$ cat config.mk
export PLATFORM = sky130hd
export DESIGN_NAME = usb_bit_tx
export DESIGN_NICKNAME = d
export VERILOG_FILES = /design/src/rtl/usb_bit_tx_pkg.sv /design/src/rtl/usb_bit_tx_ctrl.sv /design/src/rtl/usb_bit_tx_dp.sv /design/src/rtl/usb_bit_tx.sv
export SDC_FILE = /design/constraint.sdc
export NUM_CORES = 1
export LEC_CHECK = 0
export BUFFER_PORTS_ARGS = -buffer_cell sky130_fd_sc_hd__clkbuf_2
export CAP_MARGIN = 25
export CORE_UTILIZATION = 56
export CTS_CLUSTER_DIAMETER = 150
export DETAILED_ROUTE_END_ITERATION = 16
export GPL_TIMING_DRIVEN = 0
export PLACE_DENSITY = 0.78
export SLEW_MARGIN = 10
export SYNTH_ARGS = -nofsm -noshare
export SYNTH_HDL_FRONTEND = slang
export SYNTH_SLANG_ARGS = --single-unit
export TNS_END_PERCENT = 30
$ cat constraint.sdc
create_clock -name clk -period 2.3 [get_ports clk]
set_input_delay 0.345 -clock clk [delete_from_list [all_inputs] [get_ports clk]]
set_output_delay 0.345 -clock clk [all_outputs]
set_load 0.01 [all_outputs]
$ cat src/rtl/usb_bit_tx_pkg.sv
package usb_bit_tx_pkg;

  typedef enum logic [1:0] {
    SYM_J   = 2'd0,
    SYM_K   = 2'd1,
    SYM_SE0 = 2'd2
  } lineSym_e;

  typedef enum logic [2:0] {
    ST_IDLE  = 3'd0,
    ST_SEND  = 3'd1,
    ST_EOP_A = 3'd2,
    ST_EOP_B = 3'd3,
    ST_EOP_J = 3'd4
  } txState_e;

  // control -> datapath strobes, at most one high per cycle
  typedef struct packed {
    logic loadSync;
    logic loadByte;
    logic shiftBit;
    logic stuffBit;
    logic driveSe0;
    logic driveJ;
    logic relBus;
  } txCmd_t;

  // datapath -> control status
  typedef struct packed {
    logic stuffDue;
    logic bitsEmpty;
    logic lastTaken;
  } txStat_t;

endpackage

$ cat src/rtl/usb_bit_tx_ctrl.sv
module usb_bit_tx_ctrl
  import usb_bit_tx_pkg::*;
(
  input  logic    clk,
  input  logic    rstN,
  input  logic    bitStb,
  input  logic    inValid,
  input  txStat_t stat,
  output txCmd_t  cmd,
  output logic    inReady
);

  txState_e state, stateNext;

  // a byte is needed only when the shifter is empty, no stuff bit is pending
  // and the final byte has not been taken yet
  always_comb begin
    inReady = (state == ST_SEND) && bitStb && !stat.stuffDue &&
              stat.bitsEmpty && !stat.lastTaken;
  end

  always_comb begin
    cmd       = '0;
    stateNext = state;
    if (bitStb) begin
      unique case (state)
        ST_IDLE: begin
          if (inValid) begin
            cmd.loadSync = 1'b1;
            stateNext    = ST_SEND;
          end
        end
        ST_SEND: begin
          if (stat.stuffDue) begin
            cmd.stuffBit = 1'b1;
          end else if (!stat.bitsEmpty) begin
            cmd.shiftBit = 1'b1;
          end else if (inReady && inValid) begin
            cmd.loadByte = 1'b1;
          end else begin
            cmd.driveSe0 = 1'b1;
            stateNext    = ST_EOP_A;
          end
        end
        ST_EOP_A: begin
          cmd.driveSe0 = 1'b1;
          stateNext    = ST_EOP_B;
        end
        ST_EOP_B: begin
          cmd.driveJ = 1'b1;
          stateNext  = ST_EOP_J;
        end
        ST_EOP_J: begin
          cmd.relBus = 1'b1;
          stateNext  = ST_IDLE;
        end
        default: stateNext = ST_IDLE;
      endcase
    end
  end

  always_ff @(posedge clk or negedge rstN) begin
    if (!rstN) state <= ST_IDLE;
    else       state <= stateNext;
  end

endmodule

$ cat src/rtl/usb_bit_tx_dp.sv
module usb_bit_tx_dp
  import usb_bit_tx_pkg::*;
#(
  parameter int                BYTE_W    = 8,
  parameter int                STUFF_RUN = 6,
  parameter logic [BYTE_W-1:0] SYNC_PAT  = 8'h80
) (
  input  logic              clk,
  input  logic              rstN,
  input  logic              lowSpeed,
  input  txCmd_t            cmd,
  input  logic [BYTE_W-1:0] inData,
  input  logic              inLast,
  output txStat_t           stat,
  output logic              dpOut,
  output logic              dmOut,
  output logic              oeOut
);

  localparam int CNT_W  = $clog2(BYTE_W + 1);
  localparam int ONES_W = $clog2(STUFF_RUN + 1);
  localparam logic [CNT_W-1:0]  BITS_AFTER_FIRST = CNT_W'(BYTE_W - 1);
  localparam logic [ONES_W-1:0] RUN_LIMIT        = ONES_W'(STUFF_RUN);

  logic [BYTE_W-1:0] shReg;
  logic [CNT_W-1:0]  bitsLeft;
  logic [ONES_W-1:0] onesCnt;
  logic              lastTaken;
  logic              lvlK;
  logic              oeReg;
  lineSym_e          sym;

  logic              emitOn;
  logic              srcBit;
  logic              baseLvl;
  logic [ONES_W-1:0] baseOnes;
  logic              nextLvl;
  logic [ONES_W-1:0] nextOnes;

  always_comb begin
    emitOn   = cmd.loadSync | cmd.loadByte | cmd.shiftBit | cmd.stuffBit;
    srcBit   = cmd.loadSync ? SYNC_PAT[0] :
               cmd.loadByte ? inData[0]   :
               cmd.shiftBit ? shReg[0]    : 1'b0;
    // a new packet always encodes from the idle level
    baseLvl  = cmd.loadSync ? 1'b0 : lvlK;
    baseOnes = cmd.loadSync ? '0 : onesCnt;
    nextLvl  = srcBit ? baseLvl : ~baseLvl;
    nextOnes = srcBit ? baseOnes + 1'b1 : '0;
  end

  always_ff @(posedge clk or negedge rstN) begin
    if (!rstN) begin
      shReg     <= '0;
      bitsLeft  <= '0;
      onesCnt   <= '0;
      lastTaken <= 1'b0;
      lvlK      <= 1'b0;
      oeReg     <= 1'b0;
      sym       <= SYM_J;
    end else begin
      if (emitOn) begin
        lvlK    <= nextLvl;
        onesCnt <= nextOnes;
        sym     <= nextLvl ? SYM_K : SYM_J;
      end
      if (cmd.loadSync) begin
        shReg     <= SYNC_PAT >> 1;
        bitsLeft  <= BITS_AFTER_FIRST;
        lastTaken <= 1'b0;
        oeReg     <= 1'b1;
      end
      if (cmd.loadByte) begin
        shReg     <= inData >> 1;
        bitsLeft  <= BITS_AFTER_FIRST;
        lastTaken <= inLast;
      end
      if (cmd.shiftBit) begin
        shReg    <= shReg >> 1;
        bitsLeft <= bitsLeft - 1'b1;
      end
      if (cmd.driveSe0) sym <= SYM_SE0;
      if (cmd.driveJ)   sym <= SYM_J;
      if (cmd.relBus) begin
        oeReg   <= 1'b0;
        sym     <= SYM_J;
        lvlK    <= 1'b0;
        onesCnt <= '0;
      end
    end
  end

  always_comb begin
    stat.stuffDue  = (onesCnt == RUN_LIMIT);
    stat.bitsEmpty = (bitsLeft == '0);
    stat.lastTaken = lastTaken;
  end

  // full speed: J = D+ high; low speed swaps the wires
  always_comb begin
    unique case (sym)
      SYM_J:   begin dpOut = ~lowSpeed; dmOut = lowSpeed;  end
      SYM_K:   begin dpOut = lowSpeed;  dmOut = ~lowSpeed; end
      default: begin dpOut = 1'b0;      dmOut = 1'b0;      end
    endcase
    oeOut = oeReg;
  end

endmodule

$ cat src/rtl/usb_bit_tx.sv
module usb_bit_tx
  import usb_bit_tx_pkg::*;
#(
  parameter int BYTE_W    = 8,
  parameter int STUFF_RUN = 6
) (
  input  logic              clk,
  input  logic              rstN,
  input  logic              bitStb,
  input  logic              lowSpeed,
  input  logic [BYTE_W-1:0] inData,
  input  logic              inValid,
  input  logic              inLast,
  output logic              inReady,
  output logic              dpOut,
  output logic              dmOut,
  output logic              oeOut
);

  localparam logic [BYTE_W-1:0] SYNC_PAT = BYTE_W'(1) << (BYTE_W - 1);

  txCmd_t  dpCmd;
  txStat_t dpStat;

  usb_bit_tx_ctrl u_ctrl (
    .clk     (clk),
    .rstN    (rstN),
    .bitStb  (bitStb),
    .inValid (inValid),
    .stat    (dpStat),
    .cmd     (dpCmd),
    .inReady (inReady)
  );

  usb_bit_tx_dp #(
    .BYTE_W    (BYTE_W),
    .STUFF_RUN (STUFF_RUN),
    .SYNC_PAT  (SYNC_PAT)
  ) u_dp (
    .clk      (clk),
    .rstN     (rstN),
    .lowSpeed (lowSpeed),
    .cmd      (dpCmd),
    .inData   (inData),
    .inLast   (inLast),
    .stat     (dpStat),
    .dpOut    (dpOut),
    .dmOut    (dmOut),
    .oeOut    (oeOut)
  );

endmodule

[Word level (Yosys, flattened, before mapping)]
Index checks and enable logic that the tools add are counted.
Storage, ports and cells
  register bits: 23
  input bits: 14
  output and inout port bits: 4
  word-level logic and storage cells: 89
Operators by class
  add/sub/neg operators: 2
  equal/unequal tests: 10
  multiplexer cells: 48
  bitwise operators: 5
  reductions and logical operators: 16
Operator list (number)
  3-bit 2-to-1 mux: 9
  8-bit 2-to-1 mux: 3
  1-bit 2-to-1 mux: 23
  4-bit 2-to-1 mux: 3
  3-bit one-hot mux with 4 select lines: 1
  2-bit 2-to-1 mux: 5
  7-bit 2-to-1 mux: 1
  3-bit by 2-bit equality test with 1-bit output (second input constant): 2
  3-bit equality test (second input constant): 2
  2-bit != test (second input constant): 3
  1-bit one-hot mux with 2 select lines: 3
  2-bit nonzero test: 3
  1-bit logical AND: 5
  5-bit AND reduction: 1
  4-bit logical NOT: 1
  4-bit nonzero test: 1
  4-bit by 1-bit subtractor with 4-bit output (second input constant): 1
  3-bit by 1-bit adder with 3-bit output (second input constant): 1
  3-bit by 1-bit equality test with 1-bit output (second input constant): 1
  3-bit logical NOT: 1
  1-bit bitwise OR: 3
  3-bit nonzero test: 1
  2-bit by 1-bit equality test with 1-bit output (second input constant): 1
  1-bit logical NOT: 2
  other kinds (3): 4

[Logic depth before layout (Yosys ltp)]
Gate-level depths: netlist of run 1.
  word-level depth: 20
  depth in mapped cells: 8
  depth with buffers taken out: 7

[Modules after synthesis]
From an unflattened synthesis of run 1, not the netlist that was laid out.
Unflattened totals
  cell total of the unflattened synthesis: 137
  area, all modules: 1248.7 um^2
Modules (own cells, without submodules)
  usb_bit_tx_dp: times used 1, cells an instance 107, area an instance 987.2 um^2, sequential area each 475.5 um^2
  usb_bit_tx_ctrl: times used 1, cells an instance 30, area an instance 261.5 um^2, sequential area each 75.1 um^2

[Worst setup path after synthesis of run 1]
No wires, ideal clock.
  path kind: input port to flip-flop
  start: input port bitStb
  end: register u_dp.onesCnt[2]
  library setup time: 0.082 ns
  arrival: 1.993 ns
  data required time: 2.218 ns
  path slack: 0.225 ns
  stages on the path: 8
  path buffers: 2
  cell sequence: buf_2 > nor2b_1 > nand3_1 > clkbuf_1 > and2_1 > ha_1 > or3_1 > a31oi_1
Between the ends
  cells in the longest elaborated chain, start to end: 15
  elaborated cells on any way between the ends: 22
  classes of those cells: add/sub: 1; mux: 12; bitwise: 3; reduce/logical: 6
RTL lines
  start: declaration: line usb_bit_tx.sv:9  | input logic bitStb,
  1-bit logical AND (3 in a row): line usb_bit_tx_ctrl.sv:18  | inReady = (state == ST_SEND) && bitStb && !stat.stuffDue &&
  1-bit logical AND: line usb_bit_tx_ctrl.sv:19  | stat.bitsEmpty && !stat.lastTaken;
  1-bit logical AND: line usb_bit_tx_ctrl.sv:38  | end else if (inReady && inValid) begin
  1-bit 2-to-1 mux: line usb_bit_tx_ctrl.sv:38
  1-bit 2-to-1 mux: line usb_bit_tx_ctrl.sv:36  | end else if (!stat.bitsEmpty) begin
  2-bit 2-to-1 mux: line usb_bit_tx_ctrl.sv:34  | if (stat.stuffDue) begin
  3-bit 2-to-1 mux: line usb_bit_tx_ctrl.sv:26  | unique case (state)
  7-bit 2-to-1 mux *: line usb_bit_tx_ctrl.sv:25  | if (bitStb) begin
  1-bit 2-to-1 mux: line usb_bit_tx_dp.sv:43  | cmd.loadByte ? inData[0] :
  1-bit 2-to-1 mux: line usb_bit_tx_dp.sv:42  | srcBit = cmd.loadSync ? SYNC_PAT[0] :
  3-bit 2-to-1 mux: line usb_bit_tx_dp.sv:49  | nextOnes = srcBit ? baseOnes + 1'b1 : '0;
  3-bit 2-to-1 mux: line usb_bit_tx_dp.sv:62  | if (emitOn) begin
  3-bit 2-to-1 mux: line usb_bit_tx_dp.sv:84  | if (cmd.relBus) begin
  end signal: assignment: line usb_bit_tx_dp.sv:64  | onesCnt <= nextOnes;
  end: declaration: line usb_bit_tx_dp.sv:27  | logic [ONES_W-1:0] onesCnt;
Every way passes the cells marked *; elsewhere a longest branch is shown, timed or not. The select of a mux whose other input is x is not followed.
A chain may end at the register's enable or synchronous reset.

[Final worst setup path of run 1]
  start: register u_ctrl.state[2]
  end: register u_dp.onesCnt[2]
Between the ends
  cells in the longest elaborated chain, start to end: 16
  elaborated cells on any way between the ends: 27
  classes of those cells: add/sub: 1; eq/ne: 2; mux: 14; bitwise: 3; reduce/logical: 7
RTL lines
  start: declaration: line usb_bit_tx_ctrl.sv:13  | txState_e state, stateNext;
  start signal: assignment: line usb_bit_tx_ctrl.sv:64  | else state <= stateNext;
  3-bit by 1-bit equality test with 1-bit output: line usb_bit_tx_ctrl.sv:18, usb_bit_tx_ctrl.sv:26
  1-bit logical AND (3 in a row): line usb_bit_tx_ctrl.sv:18
  1-bit logical AND: line usb_bit_tx_ctrl.sv:19
  1-bit logical AND: line usb_bit_tx_ctrl.sv:38
  1-bit 2-to-1 mux: line usb_bit_tx_ctrl.sv:38
  1-bit 2-to-1 mux: line usb_bit_tx_ctrl.sv:36
  2-bit 2-to-1 mux: line usb_bit_tx_ctrl.sv:34
  3-bit 2-to-1 mux: line usb_bit_tx_ctrl.sv:26
  7-bit 2-to-1 mux *: line usb_bit_tx_ctrl.sv:25
  1-bit 2-to-1 mux: line usb_bit_tx_dp.sv:43
  1-bit 2-to-1 mux: line usb_bit_tx_dp.sv:42
  3-bit 2-to-1 mux: line usb_bit_tx_dp.sv:49
  3-bit 2-to-1 mux: line usb_bit_tx_dp.sv:62
  3-bit 2-to-1 mux: line usb_bit_tx_dp.sv:84
Marks and branches as above.

==> run metrics, run 1 <==
run status=finished with violations; violations in the final reports=hold timing; kind of start point of the critical path=flop; count of synthesis-stage warnings from yosys=0; worst-case register-to-register setup slack=0.15 ns; power density over the cells=1100 mW/mm^2; number of CTS-inserted buffers=3; maximum operating frequency=0.466 GHz; Via-to-Cell Ratio=5.94; TritonCTS clock tree=yes; Top FF cell, synth=dfrtp_1; count of maximum capacitance violations=0; GRT Total Usage=25.2%; number of max-slew violations in the final report=0; Worst-Margin Slew=0.537 ns; startpoint of the worst-slack reg-to-reg timing path=u_ctrl.state[2]$_DFFE_PN0P_; Final Net Count=184; fraction of layout instances using a drive strength above 1=25.9%; Post-Route Setup TNS=0 ns; start point of the critical path=u_ctrl.state[2]$_DFFE_PN0P_; unrepaired setup endpoints after global routing=false; Post-Route Hold Slack=-0.0140 ns; largest net degree at the start of global routing=23; Synth area leader=dfrtp_1; max-slew headroom at the worst pin=64.2%; number of buffers between clock root and the deepest sink=2; I/O Pins=18; Inserted Diodes=0; end point of the critical path=u_dp.onesCnt[2]$_DFFE_PN0P_; class of the most critical setup path=reg -> reg; Synth cell types=44; post-route core utilization=69.0%; height of the die=50.8 um; Reg-to-Reg End=u_dp.onesCnt[2]$_DFFE_PN0P_; VDD IR-drop max=0.000741 V; clock-pin slew of the registers on the worst-case setup and hold paths=0.13 ns; number of storage elements in the synthesis netlist=22; setup-violating endpoint count in the final report=0; I/O Buffers=16; global-route wire length before repair=4830 um; Filler cells=175; ys async rst share=100%; die extent in x=50.8 um; Worst Setup End Kind=flop; Area growth syn-to-layout=15.7%; vias after detailed routing=1153; DR pass1 iterations=4; area share of the leading cell type in the synthesized netlist=41.3%; WL final=2810 um; Post-Syn Area=0.00133 mm^2; root cell of the clock tree=clkbuf_4; CTS sink count=22; placeable core region=0.00223 mm^2; syn nets=160; number of global-route vias before repair=1064; final cycle utilization of the critical path=93.3%; CP Data Arrival Time=2.39 ns; Final Hold Vio Count=19; total global routing overflow=0; clk_lat worst skew=0.31 ns; largest fanout on the critical path=10; Setup Skew=0.00538 ns; share of synthesized area occupied by flip-flops and latches=41.3%; average cell area after synthesis=9.32 um^2; Worst R2R Path Depth=8; gpl congestion=0.876; hpwl dp=1970 um; deepest level of the CTS H-tree=1; standby leakage power=0.711 nW; post-route DRC violation count=0; initial cell density of the core=59.7%; average routed wire per standard cell=14.5 um; Design Power=1.69 mW; total die area=0.00258 mm^2; cell types occupying the most area after synthesis=dfrtp_1, a31oi_1, nand3_1; number of hold buffers added after cts=0; FP Rows=17; synthesized instance count=143; path category of the worst min-delay check=in -> async; placed inst area=0.00145 mm^2; final standard cell area without fillers=0.00154 mm^2; initial drt markers=29; number of enable-type register cells in the synthesized netlist=0; Required @ worst endpoint=2.54 ns; initial antenna violation count=0; min Tclk post-route=2.15 ns; residual antenna-violating net count after detailed routing=0; commonest cells after routing, fill and taps aside=dfrtp_1, clkbuf_2, nand2_1, a31oi_1, nor2_1; most common library cell in the layout ignoring fill and taps=dfrtp_1
==> worst max-delay path: stages, from the launching register on <==
cell	delay, ns
dfrtp_1	0.39
buf_2	0.18
nor2b_2	0.23
nand3_4	0.15
buf_2	0.22
and2_1	0.18
ha_1	0.20
or3_1	0.36
a31oi_1	0.16
==> synth_stat cells, types with 3 or more instances <==
library cell and instances:
and2_1 3, inv_1 3, clkbuf_1 3, nand3_1 11, nor2_1 12, o21ai_0 5
ha_1 3, dfrtp_1 22, nor2b_1 5, a31oi_1 12, nand4_1 3, nand2_1 12
buf_2 4, a22o_1 4
==> per-stage QoR <==
| step | setup WS [ns] | std cells |
|---|---|---|
| 2_1_floorplan | 0.225 | 143 |
| 3_3_place_gp | -0.105 | 187 |
| 3_5_place_dp | -0.158 | 187 |
| 4_1_cts | 0.0119 | 191 |
| 5_1_grt | 0.00133 | 194 |
| 6_report | 0.154 | 194 |
==> where the power goes <==
group	internal (mW)	switching [mW]	total, mW
sequential	0.543	0.119	0.662
clock	0.176	0.120	0.297
combinational	0.346	0.386	0.731
==> worst min-delay path by stage <==
stage,endpoint,slack (ns)
6_report,u_dp.bitsLeft[3]$_DFFE_PN0P_,-0.01
5_1_grt,u_dp.bitsLeft[3]$_DFFE_PN0P_,0.03
4_1_cts,u_dp.shReg[0]$_DFFE_PN0P_,0.006
3_5_place_dp,u_dp.onesCnt[0]$_DFFE_PN0P_,0.36
3_3_place_gp,u_dp.onesCnt[0]$_DFFE_PN0P_,0.35
2_1_floorplan,u_ctrl.state[0]$_DFFE_PN0P_,0.05
==> registers in the layout (all words and copies together) (netlist names) <==
name / count
u_ctrl.state: 3
u_dp.bitsLeft: 4
u_dp.lastTaken: 1
u_dp.lvlK: 1
u_dp.oeOut: 1
u_dp.onesCnt: 3
u_dp.shReg: 7
u_dp.sym: 2
==> per-layer routing <==
layer | GRT usage (%) | vias up | part of all wire [%]
met2 | 40.0 | 29 | 46
met3 | 2.73 | 5 | 3.4
met1 | 35.1 | 541 | 49
met5 | 0 | - | 0
met4 | 9.72 | 0 | 1.5
li1 | - | 578 | -
==> area by class of cell <==
class | count | area [um^2] | share of cell area (%)
Clock inverter | 1 | 30.0 | 1.95
Inverter | 3 | 11.3 | 0.731
Tap cell | 28 | 35.0 | 2.27
Multi-Input combinational cell | 108 | 727 | 47.2
Clock buffer | 3 | 22.5 | 1.46
Timing Repair Buffer | 19 | 103 | 6.66
Sequential cell | 22 | 551 | 35.7
Buffer | 10 | 62.6 | 4.06
==> kinds of logic (layout without fill, tap and decap cells) <==
logic type | count (synthesis) | after routing | synth area share (%)
adder cells (fa/ha/maj) | 3 | 3 | 2.82
XOR/XNOR | 3 | 3 | 1.97
buffers and inverters | 13 | 36 | 5.45
multiplexers | 4 | 4 | 3.19
AND/OR/NAND/NOR | 62 | 62 | 26.3
AO/OA/AOI/OAI | 36 | 36 | 19.0
flip-flops | 22 | 22 | 41.3
==> timing repair <==
action | CTS | global route
hold endpoints to repair | 0 | 0
gates resized for setup | 2 | 4
setup endpoints to repair | 1 | 2
cloned | 0 | 0
setup buffers | 0 | 3
No activity file was read; power rests on OpenSTA's default activity.
==> run 2, diff against run 1 <==
--- a/config.mk
+++ b/config.mk
@@ -7,11 +7,11 @@
 export LEC_CHECK = 0
 export BUFFER_PORTS_ARGS = -buffer_cell sky130_fd_sc_hd__clkbuf_2
 export CAP_MARGIN = 25
-export CORE_UTILIZATION = 56
+export CORE_UTILIZATION = 60
 export CTS_CLUSTER_DIAMETER = 150
 export DETAILED_ROUTE_END_ITERATION = 16
 export GPL_TIMING_DRIVEN = 0
-export PLACE_DENSITY = 0.78
+export PLACE_DENSITY = 0.83
 export SLEW_MARGIN = 10
 export SYNTH_ARGS = -nofsm -noshare
 export SYNTH_HDL_FRONTEND = slang
==> constraint.sdc (replaced) <==
create_clock -name clk -period 2.65 [get_ports clk]
set_input_delay 0.3975 -clock clk [delete_from_list [all_inputs] [get_ports clk]]
set_output_delay 0.3975 -clock clk [all_outputs]
set_load 0.01 [all_outputs]
==> run 2 against run 1 <==
  * Clock skew shrank 0.0041 ns
  * The run now ends clean
  * Critical endpoint unchanged
  * Maximum frequency fell by 11%
  * Cell area fell by 2.7%
  * Die area shrank 6.4%
  * Worst setup slack better by 0.072 ns
  * Clock power fell by 11%
  * Worst hold slack improved by 0.048 ns
  * Total power is 13% lower
  * Routed wire length up 3.2%
  * Via count is essentially flat
==> run metrics, run 2 (synthesis gave the netlist of run 1 again) <==
run status=complete, no violations; Post-Layout Cell Count=190 (-2.1%); Setup Skew=0.00127 ns (-0.00411 ns); clock-pin slew of the registers on the worst-case setup and hold paths=0.13 ns (about the same); number of hold buffers added after cts=0 (unchanged); initial antenna violation count=0 (unchanged); class of the most critical setup path=reg -> reg; cell count after placement=186 (-0.53%); height of the die=49.1 um (-3.3%); FP Rows=16 (-1); clk_lat worst skew=0.31 ns (about the same); global-route wire length before repair=5120 um (+6.0%); I/O Pins=18 (unchanged); GRT Total Usage=27.7% (+2.5 points); path category of the worst min-delay check=in -> async; Filler cells=154 (-12%); biggest regs=u_dp.shReg x7, u_dp.bitsLeft x4; Final Net Count=181 (-1.6%); number of flip-flops under the largest register name=7 (unchanged); most flop-heavy register=u_dp.shReg; power density over the cells=976 mW/mm^2 (-11%); number of global-route vias before repair=1109 (+4.2%); gpl congestion=0.912 (+4.1%); Area growth syn-to-layout=12.6%; hpwl dp=2140 um (+8.7%); TritonCTS clock tree=yes; startpoint of the worst-slack reg-to-reg timing path=u_ctrl.state[2]$_DFFE_PN0P_; Inserted Diodes=0 (unchanged); final cycle utilization of the critical path=91.5% (-1.8 points); CP Data Arrival Time=2.67 ns (+0.28 ns); largest net degree at the start of global routing=23 (unchanged); CTS sink count=22 (unchanged); number of max-slew violations in the final report=0 (unchanged); initial cell density of the core=65.9% (+6.2 points); placed inst area=0.00145 mm^2 (about the same); total global routing overflow=0 (unchanged); final setup slack of the worst path=0.226 ns (+0.0715 ns); most common library cell in the layout ignoring fill and taps=dfrtp_1; root cell of the clock tree=clkbuf_4; unrepaired setup endpoints after global routing=false; vias after detailed routing=1154 (+0.087%); Reg-to-Reg End=u_dp.onesCnt[2]$_DFFE_PN0P_; die extent in x=49.1 um (-3.3%); I/O Buffers=16 (unchanged); standby leakage power=0.695 nW (-2.3%); start point of the critical path=u_ctrl.state[2]$_DFFE_PN0P_; pre-CTS WS=0.161 ns (+0.320 ns); buffers inserted by post-CTS timing repair=0 (unchanged); deepest level of the CTS H-tree=1 (unchanged); total die area=0.00241 mm^2 (-6.4%); average routed wire per standard cell=15.3 um (+5.4%); fraction of layout instances using a drive strength above 1=22.7% (-3.2 points); setup-violating endpoint count in the final report=0 (unchanged); post-route core utilization=74.2% (+5.2 points); post-route DRC violation count=0 (unchanged); count of maximum capacitance violations=0 (unchanged); number of CTS-inserted buffers=3 (unchanged); Worst-Margin Slew=0.537 ns (-0.000128 ns); placeable core region=0.00202 mm^2 (-9.5%); Required @ worst endpoint=2.90 ns (+0.36 ns); number of buffers between clock root and the deepest sink=2 (unchanged); VDD IR-drop max=0.000523 V (-29%); residual antenna-violating net count after detailed routing=0 (unchanged); maximum operating frequency=0.412 GHz (-11%); largest fanout on the critical path=10 (unchanged); min Tclk post-route=2.42 ns (+0.278 ns); final standard cell area without fillers=0.00150 mm^2 (-2.7%); max-slew headroom at the worst pin=64.2% (about the same); kind of start point of the critical path=flop; initial drt markers=31 (+6.9%); Final Hold Vio Count=0 (-19); WL final=2900 um (+3.2%); end point of the critical path=u_dp.onesCnt[2]$_DFFE_PN0P_; Via-to-Cell Ratio=6.07 (+2.2%); Worst R2R Path Depth=8 (unchanged); DR pass1 iterations=4 (unchanged); worst-case register-to-register setup slack=0.23 ns (+0.07 ns); commonest cells after routing, fill and taps aside=dfrtp_1, clkbuf_2, nor2_1, nand2_1, a31oi_1; Post-Route Setup TNS=0 ns (unchanged); Worst Setup End Kind=flop
==> run 2: cell types whose count changed in the layout (fill, tap and decap cells not counted), sizes merged <==
cell	change
buf	-4
clkbuf	+1
==> run 2: worst min path at each step <==
stage | slack (ns) | end | cells after the start
after floorplan | 0.10 | u_ctrl.state[0]$_DFFE_PN0P_ | 0
after global placement | 0.41 | u_dp.onesCnt[0]$_DFFE_PN0P_ | 1
after detailed placement | 0.41 | u_dp.onesCnt[1]$_DFFE_PN0P_ | 1
after CTS | 0.07 | u_dp.bitsLeft[3]$_DFFE_PN0P_ | 1
after global routing | 0.09 | u_dp.bitsLeft[2]$_DFFE_PN0P_ | 1
final | 0.03 | u_dp.onesCnt[1]$_DFFE_PN0P_ | 1
==> run 2: area by class of cell <==
| class | count | area (um^2) | area share (%) |
|---|---|---|---|
| inverter | 3 | 11.3 | 0.751 |
| timing repair buffer | 16 | 80.1 | 5.34 |
| multi-input combinational | 108 | 709 | 47.3 |
| buffer | 10 | 62.6 | 4.17 |
| clock inverter | 1 | 30.0 | 2.00 |
| sequential | 22 | 551 | 36.7 |
| tap | 27 | 33.8 | 2.25 |
| clock buffer | 3 | 22.5 | 1.50 |
==> run 2: timing repair <==
item,in CTS,in global routing
endpoints found under the setup margin,0,1
resized for setup,0,2
hold endpoints to repair,0,0
==> run 2: power breakdown <==
group	total, mW	switching, mW	leakage (nW)	internal, mW
Sequential	0.577	0.106	0.264	0.471
Clock	0.265	0.112	0.0279	0.153
Combinational	0.621	0.331	0.403	0.290
==> run 2: worst max-delay path: stages, from the launching register on <==
cell      delay [ns]
dfrtp_1         0.40
buf_2           0.17
nor2b_1         0.26
nand3_1         0.30
clkbuf_2        0.29
and2_1          0.20
ha_1            0.21
or3_1           0.38
a31oi_1         0.16
==> run 2: per-layer routing <==
layer  part of all wire (%)  vias up  global-route usage [%]
met5                      0        -                       0
li1                       -      561                       -
met2                     48       29                    45.2
met4                    1.4        0                    8.33
met3                    2.9        7                    3.12
met1                     48      557                    38.5
==> run 2: per-stage QoR <==
step	hold slack, ns	power, mW
detailed placement	0.415	1.20
floorplan	0.102	1.04
CTS	0.0681	1.46
global route	0.0850	1.57
finish	0.0339	1.46
global placement	0.406	1.16
